===== src/rtl/mdep_pkg.sv =====
package mdep_pkg;
   typedef enum logic [1:0] {
      OP_NONE   = 2'd0,
      OP_INSERT = 2'd1,
      OP_ISSUE  = 2'd2,
      OP_WAKE   = 2'd3
   } mdep_op_e;

   localparam logic [1:0] KIND_LOAD  = 2'b01;
   localparam logic [1:0] KIND_STORE = 2'b10;
endpackage


===== src/rtl/mdep_pick.sv =====
// Picks one set bit out of a request vector; direction chosen by parameter.
module mdep_pick #(
   parameter int N         = 16,
   parameter bit LOW_FIRST = 1'b1,
   localparam int IW       = (N > 1) ? $clog2(N) : 1
) (
   input  logic [N-1:0]  req,
   output logic          any,
   output logic [IW-1:0] idx
);
   assign any = |req;

   generate
      if (LOW_FIRST) begin : g_low
         always_comb begin
            idx = '0;
            for (int i = N - 1; i >= 0; i--) begin
               if (req[i]) idx = IW'(i);
            end
         end
      end else begin : g_high
         always_comb begin
            idx = '0;
            for (int i = 0; i < N; i++) begin
               if (req[i]) idx = IW'(i);
            end
         end
      end
   endgenerate
endmodule


===== src/rtl/mdep_op_table.sv =====
// Operation slots: each holds a sequence number and a waiting/ready state.
module mdep_op_table #(
   parameter int SEQ_W     = 16,
   parameter int N_OPS     = 16,
   parameter int N_DEP     = 4,
   parameter bit LOW_FIRST = 1'b1
) (
   input  logic                         clk,
   input  logic                         rst_n,
   input  logic [SEQ_W-1:0]             qry_seq,
   output logic                         qry_ready,
   input  logic [SEQ_W-1:0]             iss_seq,
   output logic                         iss_ok,
   input  logic [N_DEP-1:0][SEQ_W-1:0]  chk_seq,
   output logic [N_DEP-1:0]             chk_wait,
   output logic                         has_free,
   input  logic                         alloc_en,
   input  logic [SEQ_W-1:0]             alloc_seq,
   input  logic                         alloc_wait,
   input  logic                         iss_en,
   input  logic [N_DEP-1:0]             wake_mask,
   input  logic                         sq_en,
   input  logic [SEQ_W-1:0]             sq_seq
);
   localparam int IW = (N_OPS > 1) ? $clog2(N_OPS) : 1;

   logic [N_OPS-1:0] vld_q;
   logic [N_OPS-1:0] wait_q;
   logic [SEQ_W-1:0] seq_q [N_OPS];

   logic [N_OPS-1:0] free_vec;
   logic [N_OPS-1:0] qry_vec;
   logic [N_OPS-1:0] iss_vec;
   logic [IW-1:0]    free_idx;

   always_comb begin
      for (int i = 0; i < N_OPS; i++) begin
         free_vec[i] = !vld_q[i];
         qry_vec[i]  = vld_q[i] && !wait_q[i] && (seq_q[i] == qry_seq);
         iss_vec[i]  = vld_q[i] && !wait_q[i] && (seq_q[i] == iss_seq);
      end
   end

   always_comb begin
      for (int d = 0; d < N_DEP; d++) begin
         chk_wait[d] = 1'b0;
         for (int i = 0; i < N_OPS; i++) begin
            if (vld_q[i] && wait_q[i] && (seq_q[i] == chk_seq[d]))
               chk_wait[d] = 1'b1;
         end
      end
   end

   assign qry_ready = |qry_vec;
   assign iss_ok    = |iss_vec;

   mdep_pick #(.N(N_OPS), .LOW_FIRST(LOW_FIRST)) u_free (
      .req (free_vec),
      .any (has_free),
      .idx (free_idx)
   );

   always_ff @(posedge clk) begin
      if (!rst_n) begin
         vld_q  <= '0;
         wait_q <= '0;
         for (int i = 0; i < N_OPS; i++) seq_q[i] <= '0;
      end else if (sq_en) begin
         for (int i = 0; i < N_OPS; i++) begin
            if (vld_q[i] && (seq_q[i] > sq_seq)) vld_q[i] <= 1'b0;
         end
      end else begin
         if (alloc_en) begin
            vld_q[free_idx]  <= 1'b1;
            wait_q[free_idx] <= alloc_wait;
            seq_q[free_idx]  <= alloc_seq;
         end
         for (int i = 0; i < N_OPS; i++) begin
            if (iss_en && iss_vec[i]) vld_q[i] <= 1'b0;
            for (int d = 0; d < N_DEP; d++) begin
               if (wake_mask[d] && vld_q[i] && wait_q[i] && (seq_q[i] == chk_seq[d]))
                  wait_q[i] <= 1'b0;
            end
         end
      end
   end
endmodule


===== src/rtl/mdep_store_table.sv =====
// Store slots: each holds a store sequence number and its ordered dependent list.
module mdep_store_table #(
   parameter int SEQ_W     = 16,
   parameter int N_ST      = 8,
   parameter int N_DEP     = 4,
   parameter bit LOW_FIRST = 1'b1,
   localparam int CW       = $clog2(N_DEP + 1)
) (
   input  logic                         clk,
   input  logic                         rst_n,
   input  logic [SEQ_W-1:0]             prod_seq,
   output logic                         prod_hit,
   output logic                         prod_full,
   input  logic [SEQ_W-1:0]             dup_seq,
   output logic                         dup_hit,
   input  logic [SEQ_W-1:0]             wk_seq,
   output logic                         wk_hit,
   output logic [N_DEP-1:0][SEQ_W-1:0]  wk_deps,
   output logic [CW-1:0]                wk_cnt,
   output logic                         has_free,
   input  logic                         alloc_en,
   input  logic [SEQ_W-1:0]             alloc_seq,
   input  logic                         app_en,
   input  logic [SEQ_W-1:0]             app_seq,
   input  logic                         rel_en,
   input  logic                         sq_en,
   input  logic [SEQ_W-1:0]             sq_seq
);
   localparam int IW = (N_ST > 1) ? $clog2(N_ST) : 1;

   logic [N_ST-1:0]             vld_q;
   logic [SEQ_W-1:0]            seq_q [N_ST];
   logic [CW-1:0]               cnt_q [N_ST];
   logic [N_DEP-1:0][SEQ_W-1:0] dep_q [N_ST];

   logic [N_ST-1:0] free_vec, prod_vec, dup_vec, wk_vec;
   logic [IW-1:0]   free_idx, prod_idx, wk_idx;
   logic [CW-1:0]   keep_cnt [N_ST];

   always_comb begin
      for (int j = 0; j < N_ST; j++) begin
         free_vec[j] = !vld_q[j];
         prod_vec[j] = vld_q[j] && (seq_q[j] == prod_seq);
         dup_vec[j]  = vld_q[j] && (seq_q[j] == dup_seq);
         wk_vec[j]   = vld_q[j] && (seq_q[j] == wk_seq);
      end
   end

   mdep_pick #(.N(N_ST), .LOW_FIRST(LOW_FIRST)) u_free (
      .req (free_vec), .any (has_free), .idx (free_idx));
   mdep_pick #(.N(N_ST), .LOW_FIRST(LOW_FIRST)) u_prod (
      .req (prod_vec), .any (prod_hit), .idx (prod_idx));
   mdep_pick #(.N(N_ST), .LOW_FIRST(LOW_FIRST)) u_wake (
      .req (wk_vec), .any (wk_hit), .idx (wk_idx));

   assign dup_hit   = |dup_vec;
   assign prod_full = prod_hit && (cnt_q[prod_idx] == CW'(N_DEP));
   assign wk_deps   = dep_q[wk_idx];
   assign wk_cnt    = wk_hit ? cnt_q[wk_idx] : '0;

   // Dependents are appended in ascending sequence order, so the survivors
   // of a squash form a prefix of each list.
   always_comb begin
      for (int j = 0; j < N_ST; j++) begin
         keep_cnt[j] = '0;
         for (int d = 0; d < N_DEP; d++) begin
            if ((CW'(d) < cnt_q[j]) && (dep_q[j][d] <= sq_seq))
               keep_cnt[j] = keep_cnt[j] + 1'b1;
         end
      end
   end

   always_ff @(posedge clk) begin
      if (!rst_n) begin
         vld_q <= '0;
         for (int j = 0; j < N_ST; j++) begin
            seq_q[j] <= '0;
            cnt_q[j] <= '0;
            dep_q[j] <= '0;
         end
      end else if (sq_en) begin
         for (int j = 0; j < N_ST; j++) begin
            if (vld_q[j] && (seq_q[j] > sq_seq)) vld_q[j] <= 1'b0;
            cnt_q[j] <= keep_cnt[j];
         end
      end else begin
         if (alloc_en) begin
            vld_q[free_idx] <= 1'b1;
            seq_q[free_idx] <= alloc_seq;
            cnt_q[free_idx] <= '0;
         end
         if (app_en) begin
            for (int d = 0; d < N_DEP; d++) begin
               if (CW'(d) == cnt_q[prod_idx]) dep_q[prod_idx][d] <= app_seq;
            end
            cnt_q[prod_idx] <= cnt_q[prod_idx] + 1'b1;
         end
         if (rel_en) vld_q[wk_idx] <= 1'b0;
      end
   end
endmodule


===== src/rtl/mdep_tracker.sv =====
module mdep_tracker
   import mdep_pkg::*;
#(
   parameter int SEQ_W     = 16,
   parameter int PC_W      = 32,
   parameter int N_OPS     = 16,
   parameter int N_ST      = 8,
   parameter int N_DEP     = 4,
   parameter bit LOW_FIRST = 1'b1
) (
   input  logic             clk,
   input  logic             rst_n,
   input  logic [1:0]       cmd_op,
   input  logic [SEQ_W-1:0] cmd_seq,
   input  logic [1:0]       ins_kind,
   input  logic [PC_W-1:0]  ins_pc,
   output logic             ins_stall,
   output logic [PC_W-1:0]  pq_pc,
   input  logic [SEQ_W-1:0] pq_tag,
   output logic             pst_valid,
   output logic [PC_W-1:0]  pst_pc,
   output logic [SEQ_W-1:0] pst_seq,
   input  logic [SEQ_W-1:0] qry_seq,
   output logic             qry_ready,
   input  logic             sq_valid,
   input  logic [SEQ_W-1:0] sq_seq,
   output logic             psq_valid,
   output logic [SEQ_W-1:0] psq_seq,
   input  logic             viol_valid,
   input  logic [PC_W-1:0]  viol_ld_pc,
   input  logic [PC_W-1:0]  viol_st_pc,
   output logic             pv_valid,
   output logic [PC_W-1:0]  pv_ld_pc,
   output logic [PC_W-1:0]  pv_st_pc,
   output logic             err_kind,
   output logic             err_dup,
   output logic             err_issue
);
   localparam int CW = $clog2(N_DEP + 1);

   generate
      if (SEQ_W < 2)         begin : g_bad_seq $error("SEQ_W must be at least 2"); end
      if (N_OPS < 2)         begin : g_bad_ops $error("N_OPS must be at least 2"); end
      if (N_ST < 1)          begin : g_bad_st  $error("N_ST must be at least 1"); end
      if (N_ST > N_OPS)      begin : g_bad_mix $error("N_ST may not exceed N_OPS"); end
      if (N_DEP < 1)         begin : g_bad_dep $error("N_DEP must be at least 1"); end
   endgenerate

   // Command decode; a squash masks every command in its cycle.
   logic do_ins, do_iss, do_wk_cmd;
   logic is_ld, is_st, kind_ok;
   assign do_ins    = (cmd_op == OP_INSERT) && !sq_valid;
   assign do_iss    = (cmd_op == OP_ISSUE)  && !sq_valid;
   assign do_wk_cmd = (cmd_op == OP_WAKE)   && !sq_valid;
   assign is_ld     = (ins_kind == KIND_LOAD);
   assign is_st     = (ins_kind == KIND_STORE);
   assign kind_ok   = is_ld || is_st;

   assign pq_pc = ins_pc;

   // Table interconnect
   logic                        op_free, st_free;
   logic                        prod_hit, prod_full, dup_hit;
   logic                        iss_ok;
   logic                        wk_hit;
   logic [N_DEP-1:0][SEQ_W-1:0] wk_deps;
   logic [CW-1:0]               wk_cnt;
   logic [N_DEP-1:0]            dep_wait;
   logic [N_DEP-1:0]            wake_mask;

   logic tag_live, dup_bad, no_room, accept, do_wk;
   assign tag_live  = (pq_tag != '0) && prod_hit;
   assign dup_bad   = is_st && dup_hit;
   assign no_room   = !op_free || (is_st && !st_free) || (tag_live && prod_full);
   assign accept    = do_ins && kind_ok && !dup_bad && !no_room;
   assign ins_stall = (cmd_op == OP_INSERT) &&
                      (sq_valid || (kind_ok && !dup_bad && no_room));
   assign do_wk     = do_wk_cmd && wk_hit;

   // Release dependents in list order, stopping at the first one that is
   // no longer waiting.
   always_comb begin
      logic run;
      run = 1'b1;
      for (int d = 0; d < N_DEP; d++) begin
         run          = run && (CW'(d) < wk_cnt) && dep_wait[d];
         wake_mask[d] = do_wk && run;
      end
   end

   mdep_op_table #(
      .SEQ_W(SEQ_W), .N_OPS(N_OPS), .N_DEP(N_DEP), .LOW_FIRST(LOW_FIRST)
   ) u_ops (
      .clk        (clk),
      .rst_n      (rst_n),
      .qry_seq    (qry_seq),
      .qry_ready  (qry_ready),
      .iss_seq    (cmd_seq),
      .iss_ok     (iss_ok),
      .chk_seq    (wk_deps),
      .chk_wait   (dep_wait),
      .has_free   (op_free),
      .alloc_en   (accept),
      .alloc_seq  (cmd_seq),
      .alloc_wait (tag_live),
      .iss_en     (do_iss && iss_ok),
      .wake_mask  (wake_mask),
      .sq_en      (sq_valid),
      .sq_seq     (sq_seq)
   );

   mdep_store_table #(
      .SEQ_W(SEQ_W), .N_ST(N_ST), .N_DEP(N_DEP), .LOW_FIRST(LOW_FIRST)
   ) u_stores (
      .clk       (clk),
      .rst_n     (rst_n),
      .prod_seq  (pq_tag),
      .prod_hit  (prod_hit),
      .prod_full (prod_full),
      .dup_seq   (cmd_seq),
      .dup_hit   (dup_hit),
      .wk_seq    (cmd_seq),
      .wk_hit    (wk_hit),
      .wk_deps   (wk_deps),
      .wk_cnt    (wk_cnt),
      .has_free  (st_free),
      .alloc_en  (accept && is_st),
      .alloc_seq (cmd_seq),
      .app_en    (accept && tag_live),
      .app_seq   (cmd_seq),
      .rel_en    (do_wk),
      .sq_en     (sq_valid),
      .sq_seq    (sq_seq)
   );

   // Registered forwards and error pulses
   always_ff @(posedge clk) begin
      if (!rst_n) begin
         pst_valid <= 1'b0;
         pst_pc    <= '0;
         pst_seq   <= '0;
         psq_valid <= 1'b0;
         psq_seq   <= '0;
         pv_valid  <= 1'b0;
         pv_ld_pc  <= '0;
         pv_st_pc  <= '0;
         err_kind  <= 1'b0;
         err_dup   <= 1'b0;
         err_issue <= 1'b0;
      end else begin
         pst_valid <= accept && is_st;
         pst_pc    <= ins_pc;
         pst_seq   <= cmd_seq;
         psq_valid <= sq_valid;
         psq_seq   <= sq_seq;
         pv_valid  <= viol_valid;
         pv_ld_pc  <= viol_ld_pc;
         pv_st_pc  <= viol_st_pc;
         err_kind  <= do_ins && !kind_ok;
         err_dup   <= do_ins && dup_bad;
         err_issue <= do_iss && !iss_ok;
      end
   end
endmodule


===== config.mk =====
export PLATFORM = sky130hd
export DESIGN_NAME = mdep_tracker
export DESIGN_NICKNAME = d
export VERILOG_FILES = /design/src/rtl/mdep_pkg.sv /design/src/rtl/mdep_pick.sv /design/src/rtl/mdep_op_table.sv /design/src/rtl/mdep_store_table.sv /design/src/rtl/mdep_tracker.sv
export SDC_FILE = /design/constraint.sdc
export NUM_CORES = 2
export LEC_CHECK = 0
export BUFFER_PORTS_ARGS = -buffer_cell sky130_fd_sc_hd__buf_2
export CAP_MARGIN = 25
export CORE_MARGIN = 2
export CORE_UTILIZATION = 30
export CTS_CLUSTER_DIAMETER = 30
export DETAILED_ROUTE_END_ITERATION = 16
export PLACE_DENSITY = 0.48
export SLEW_MARGIN = 25
export SYNTH_ARGS = -nofsm -noshare
export SYNTH_HDL_FRONTEND = slang
export SYNTH_HIERARCHICAL = 1
export SYNTH_SLANG_ARGS = --single-unit

===== constraint.sdc =====
create_clock -name clk -period 8.65 [get_ports clk]
set_input_delay 0.865 -clock clk [delete_from_list [all_inputs] [get_ports clk]]
set_output_delay 0.865 -clock clk [all_outputs]
set_load 0.03 [all_outputs]

# Word level (Yosys, flattened, before mapping)
# Memory sizes are Yosys's and may differ from the RTL's.
# Cells that the tools add are included.
dict set report totals {
  regBits 174
  latchBits 0
  ramBits 920
  romBits 0
  inputBits 168
  word_cells 1222
  n_memories 4
}
dict set report classes {
  addsub 25
  n_mul 0
  div_mod_pow 0
  order_cmp 98
  n_eq_ne 145
  n_shift 0
  muxes 315
  n_bitwise 13
  n_reduce_logical 571
}
# memory words width read_ports rd_clocked_by_memory_dff write_ports line_no
set memory_table {}
lappend memory_table {u_stores.dep_q 8 64 9 0 8 mdep_store_table.sv:34} ;# logic [N_DEP-1:0][SEQ_W-1:0] dep_q [N_ST];
lappend memory_table {u_ops.seq_q 16 16 16 0 16 mdep_op_table.sv:29} ;# logic [SEQ_W-1:0] seq_q [N_OPS];
lappend memory_table {u_stores.seq_q 8 16 8 0 8 mdep_store_table.sv:32} ;# logic [SEQ_W-1:0] seq_q [N_ST];
lappend memory_table {u_stores.cnt_q 8 3 10 0 8 mdep_store_table.sv:33} ;# logic [CW-1:0] cnt_q [N_ST];
# op count
set ops {}
lappend ops {{== test 16 bit} 112}
lappend ops {{less-or-equal comparator 16 bit} 32}
lappend ops {{logical AND 1 bit} 443}
lappend ops {{> comparator 16 bit} 24}
lappend ops {{two-way mux 1 bit} 219}
lappend ops {{two-way mux 3 bit} 63}
lappend ops {{two-way mux 16 bit} 5}
lappend ops {{nonzero test 5 bit} 16}
lappend ops {{OR reduction 16 bit} 5}
lappend ops {{two-way mux 4 bit} 18}
lappend ops {{two-way mux 64 bit} 1}
lappend ops {{AND reduction 2 bit} 32}
lappend ops {{OR reduction 64 bit} 1}
lappend ops {{< comparator 1 x 3 -> 1 bit, first input constant} 18}
lappend ops {{< comparator 2 x 3 -> 1 bit, first input constant} 18}
lappend ops {{adder 3 x 1 -> 3 bit, second input constant} 17}
lappend ops {{!= test 2 x 1 -> 1 bit, second input constant} 24}
lappend ops {{nonzero test 3 bit} 16}
lappend ops {{logical NOT 1 bit} 47}
lappend ops {{two-way mux 8 bit} 5}
lappend ops {{OR reduction 8 bit} 3}
lappend ops {{adder 1 x 1 -> 2 bit, second input constant} 8}
lappend ops {{bitwise mux 16 bit} 1}
lappend ops {{bitwise OR 16 bit} 1}
lappend ops {{20 further kinds} 38}

# Logic depth before layout (Yosys ltp)
# An unclocked memory read counts as a cell.
dict set report depth {
  word_depth 43
  mapped_depth 29
  depth_no_buf 23
}

# By module
# The synthesis kept the hierarchy.
# mod instances cells_per_inst area_each_um2
set modules_own_cells {}
lappend modules_own_cells {mdep_store_table 1 4527 49842.8}
lappend modules_own_cells {mdep_op_table 1 4525 38424.4}
lappend modules_own_cells {mdep_tracker 1 347 4111.4}
lappend modules_own_cells {{mdep_pick (u_stores.u_free ...)} 3 13 81.3}
lappend modules_own_cells {{mdep_pick (u_ops.u_free)} 1 34 176.4}

# Least setup slack after synthesis
# No wires, ideal clock.
dict set report synth_timing {
  path_type {input-to-reg}
  from {input port cmd_seq[12]}
  to {register u_ops.wait_q[3]}
  setup_time_ps 120
  arrival_time_ps 7194
  required_time_ps 8530
  path_slack_ps 1336
  path_stages 25
  path_cell_list {clkbuf_1 > xor2_1 > nor4_1 > nand4_1 > nor3_1 > a21oi_1 > o41ai_1 > clkbuf_1 > buf_1 > mux4_2 > nand2_1 > nand2_1 > buf_6 > xor2_1 > or4_1 > or4b_1 > or4_1 > nand4_1 > or4_1 > nand4_1 > nor2_1 > clkinv_1 > or4_1 > a21oi_1 > nor3_1}
}
# element line_no
set synth_lines {}
lappend synth_lines {{start: declaration} mdep_tracker.sv:14} ;# input logic [SEQ_W-1:0] cmd_seq,
lappend synth_lines {{end signal: indexed assignment} mdep_op_table.sv:75} ;# wait_q[free_idx] <= alloc_wait;
lappend synth_lines {{end: declaration} mdep_op_table.sv:28} ;# logic [N_OPS-1:0] wait_q;

==> reports/qor.csv <==
stage,metric,value,unit
timing,clock_skew,58.1,ps
power_and_ir_drop,ir_drop,181,µV
drt,post_drt_wl_per_cell,35.2,µm
final_layout,fin_util,0.365,
timing,rsz0062_at_grt,false,
synthesis,yosysTopAreaCellShare,0.298,
global_route,grt_max_degree,168,
drt,ant_nets,0,
synthesis,yosys.area.top_type,edfxtp_1,
timing,fin_crit,8290,ps
synthesis,synth_fp_nets,10600,
floorplan,fp.dieArea,314000,µm²
cts,cts_hold_buf,0,
synthesis,synthCells,9472,
placed_design,place_area,101000,µm²
power_and_ir_drop,p_leak,0.0458,µW
drt,drtIter0Drc,9814,
timing,hold_viol_final,0,
floorplan,die_h,560,µm
worst_setup_path,crit_type,reg -> reg,
timing,drv_slew,0,
placed_design,post-place-ws,-17.2,ps
cts,htree_num_levels,5,
drt,firstDrtPassIters,6,
drt,via_per_inst,5.80,
final_layout,drive_gt1_frac,0.155,
cts,root_buffer,clkbuf_16,
worst_setup_path,arrival,9020,ps
worst_setup_path,cp_max_fo,21,
final_layout,syn_to_final_growth,21.3,%
synthesis,synth_commonest_cells,"xor2_1 (1312), ha_1 (926), edfxtp_1 (920)",
placed_design,place.gp.congestion,1.00,
power_and_ir_drop,power_density,198,nW/µm²
power_and_ir_drop,pwr-share-clk,0.572,
global_route,grt_pass1_wl,675000,µm
global_route,grt_util_all_layers,0.306,
cts,insertion_delay,930,ps
worst_setup_path,worst_setup_path_end_kind,register,
synthesis,ys_ff_latch,1094,
timing,post-route-period-util,0.959,
cts,cts_buffer_depth,4,
timing,relSlewSlack,0.264,
cts,ctsResizeCount,0,
synthesis,async_flop_share,0,
cts,postCtsSetupRepairBufs,0,
worst_setup_path,slowest_delay,610,ps
cts,cts_buffers,329,
synthesis,post_synth.cell_area_avg,9.80,µm²
synthesis,synth.area.top_cells,"edfxtp_1 (30%), ha_1 (12%), xor2_1 (12%)",
synthesis,yosysUniqueCellTypes,87,
timing,tightestPinTransition,1090,ps
synthesis,synth_flop_cell,edfxtp_1,
drt,routed_wl,500000,µm
floorplan,rows,204,
cts,cts_tree,built,
global_route,grt_pass1_vias,80900,
final_layout,fin_nets,10900,
run,max_cap_viol_count,0,
placed_design,port_buffers,335,
final_layout,design_area,113000,µm²
cts,cts_sinks,1094,
worst_setup_path,crit_slowest_cell,nor4_1,
synthesis,synth_edf_count,920,
cts,clk_pin_slew,40,ps
power_and_ir_drop,pwr-share-comb,0.140,
synthesis,synth.most_common_cell,xor2_1,
floorplan,initial_utilization,0.301,
synthesis,ys.warnings.count,6,
worst_setup_path,startpoint_type,register,
worst_setup_path,critPathRequiredTime,9380,ps
floorplan,io_pins,336,
global_route,antenna_found_initial,28,
timing,setup_viol,0,
power_and_ir_drop,finalPower,22300,µW
synthesis,ys_seq_area_frac,0.335,
drt,drc_errors,0,
timing,postLayoutSetupSlackWorst,358,ps
min_path,min_path_type,in -> reg,
power_and_ir_drop,power_switching,6470,µW
global_route,grt.overflow.total,0,
power_and_ir_drop,p_int,15800,µW
synthesis,syn_area,92800,µm²
placed_design,dp_hpwl,349000,µm
power_and_ir_drop,p_sw_frac,0.290,
power_and_ir_drop,power_frac_seq,0.288,
drt,vias,82400,
floorplan,coreArea,308000,µm²
floorplan,die_x,560,µm
run_status,outcome,completed,
timing,max_clock_freq,121,MHz
## critical path: cells and delay by family (launching register included)
family	cells	cell delay, ps
buffers and inverters	8	2040
AO/OA/AOI/OAI	4	950
multiplexers	1	550
AND/OR/NAND/NOR	14	3530
flip-flops	1	500
XOR/XNOR	2	420
## cells by family (layout without fill, tap and decap cells)
kind of cell	count (synthesis)	in the layout	share of synthesized area
DFF	1094	1094	0.335
buffers and inverters	950	1557	0.0413
AOI/OAI and AO/OA	1049	1049	0.0728
other	0	15	0
muxes	150	150	0.0349
and+or+nand+nor	3365	3365	0.208
xor gates and xnor gates	1938	1938	0.183
adders and majority gates	926	926	0.125
## registers in the layout (all words and copies together) (netlist names), 24 cells and up
name,flops
pv_ld_pc,32
pv_st_pc,32
u_stores/seq_q,128
pst_pc,32
u_stores/dep_q,512
u_stores/cnt_q,24
u_ops/seq_q,256
## metrics by stage
stage	cells	setup TNS, ps	hold WS (ps)
after global placement	13600	-31.3	597
after CTS	14200	0	100
after floorplan	9472	0	497
final	14200	0	145
after global routing	14200	0	123
after detailed placement	13600	-17.2	594
## cell type report
class / count / area, µm²
fill: 30800 / 196000
multi-input combinational: 7428 / 58100
sequential: 1094 / 31100
clock buffer: 384 / 8660
timing repair buffer: 790 / 5890
tap: 4120 / 5150
clock inverter: 220 / 3080
inverter: 163 / 612
antenna: 15 / 37.5
## path summary, 6_finish.rpt
path / slack (ps) / to / startpoint / depth (start not counted)
setup / recovery: 360 / u_ops/wait_q[10] / u_stores/seq_q[7][0] / 29
hold / removal: 150 / pv_st_pc[28] / viol_st_pc[28] / 2
setup reg to reg: 360 / u_ops/wait_q[10] / u_stores/seq_q[7][0] / 29
hold reg to reg: 600 / u_stores/vld_q[4] / u_stores/vld_q[4] / 2
## power by group through the flow
stage                     registers, µW  clock network [µW]  logic [µW]
after floorplan                    6200                   0        1940
after global placement             6490                   0        2980
after detailed placement           6480                   0        3030
after CTS                          6400               12900        3050
after global routing               6420               13200        3320
final                              6420               12800        3110
## layout by cell type (no fill, tap or decap), types with 171 or more instances in the layout
cell type,instances
a21oi_1,300
xor2_1,1312
nor4_1,387
nor2_1,288
dfxtp_1,174
nand4_1,440
buf_4,402
edfxtp_1,920
ha_1,925
nand2_1,437
xnor2_1,626
clkbuf_16,337
and2_1,874
nor3_1,171
buf_2,316
and3_1,204
## metal layers
layer / part of all wire / routed length [µm] / global-route usage / vias to the layer above
met5: 0.000026 / 13 / 0 / -
met4: 0.060 / 29800 / 0.163 / 2
met3: 0.082 / 41000 / 0.0604 / 1244
met2: 0.45 / 222000 / 0.480 / 4570
met1: 0.41 / 206000 / 0.396 / 41600
li1: - / - / - / 35000
No activity file was read; power rests on OpenSTA's default activity.
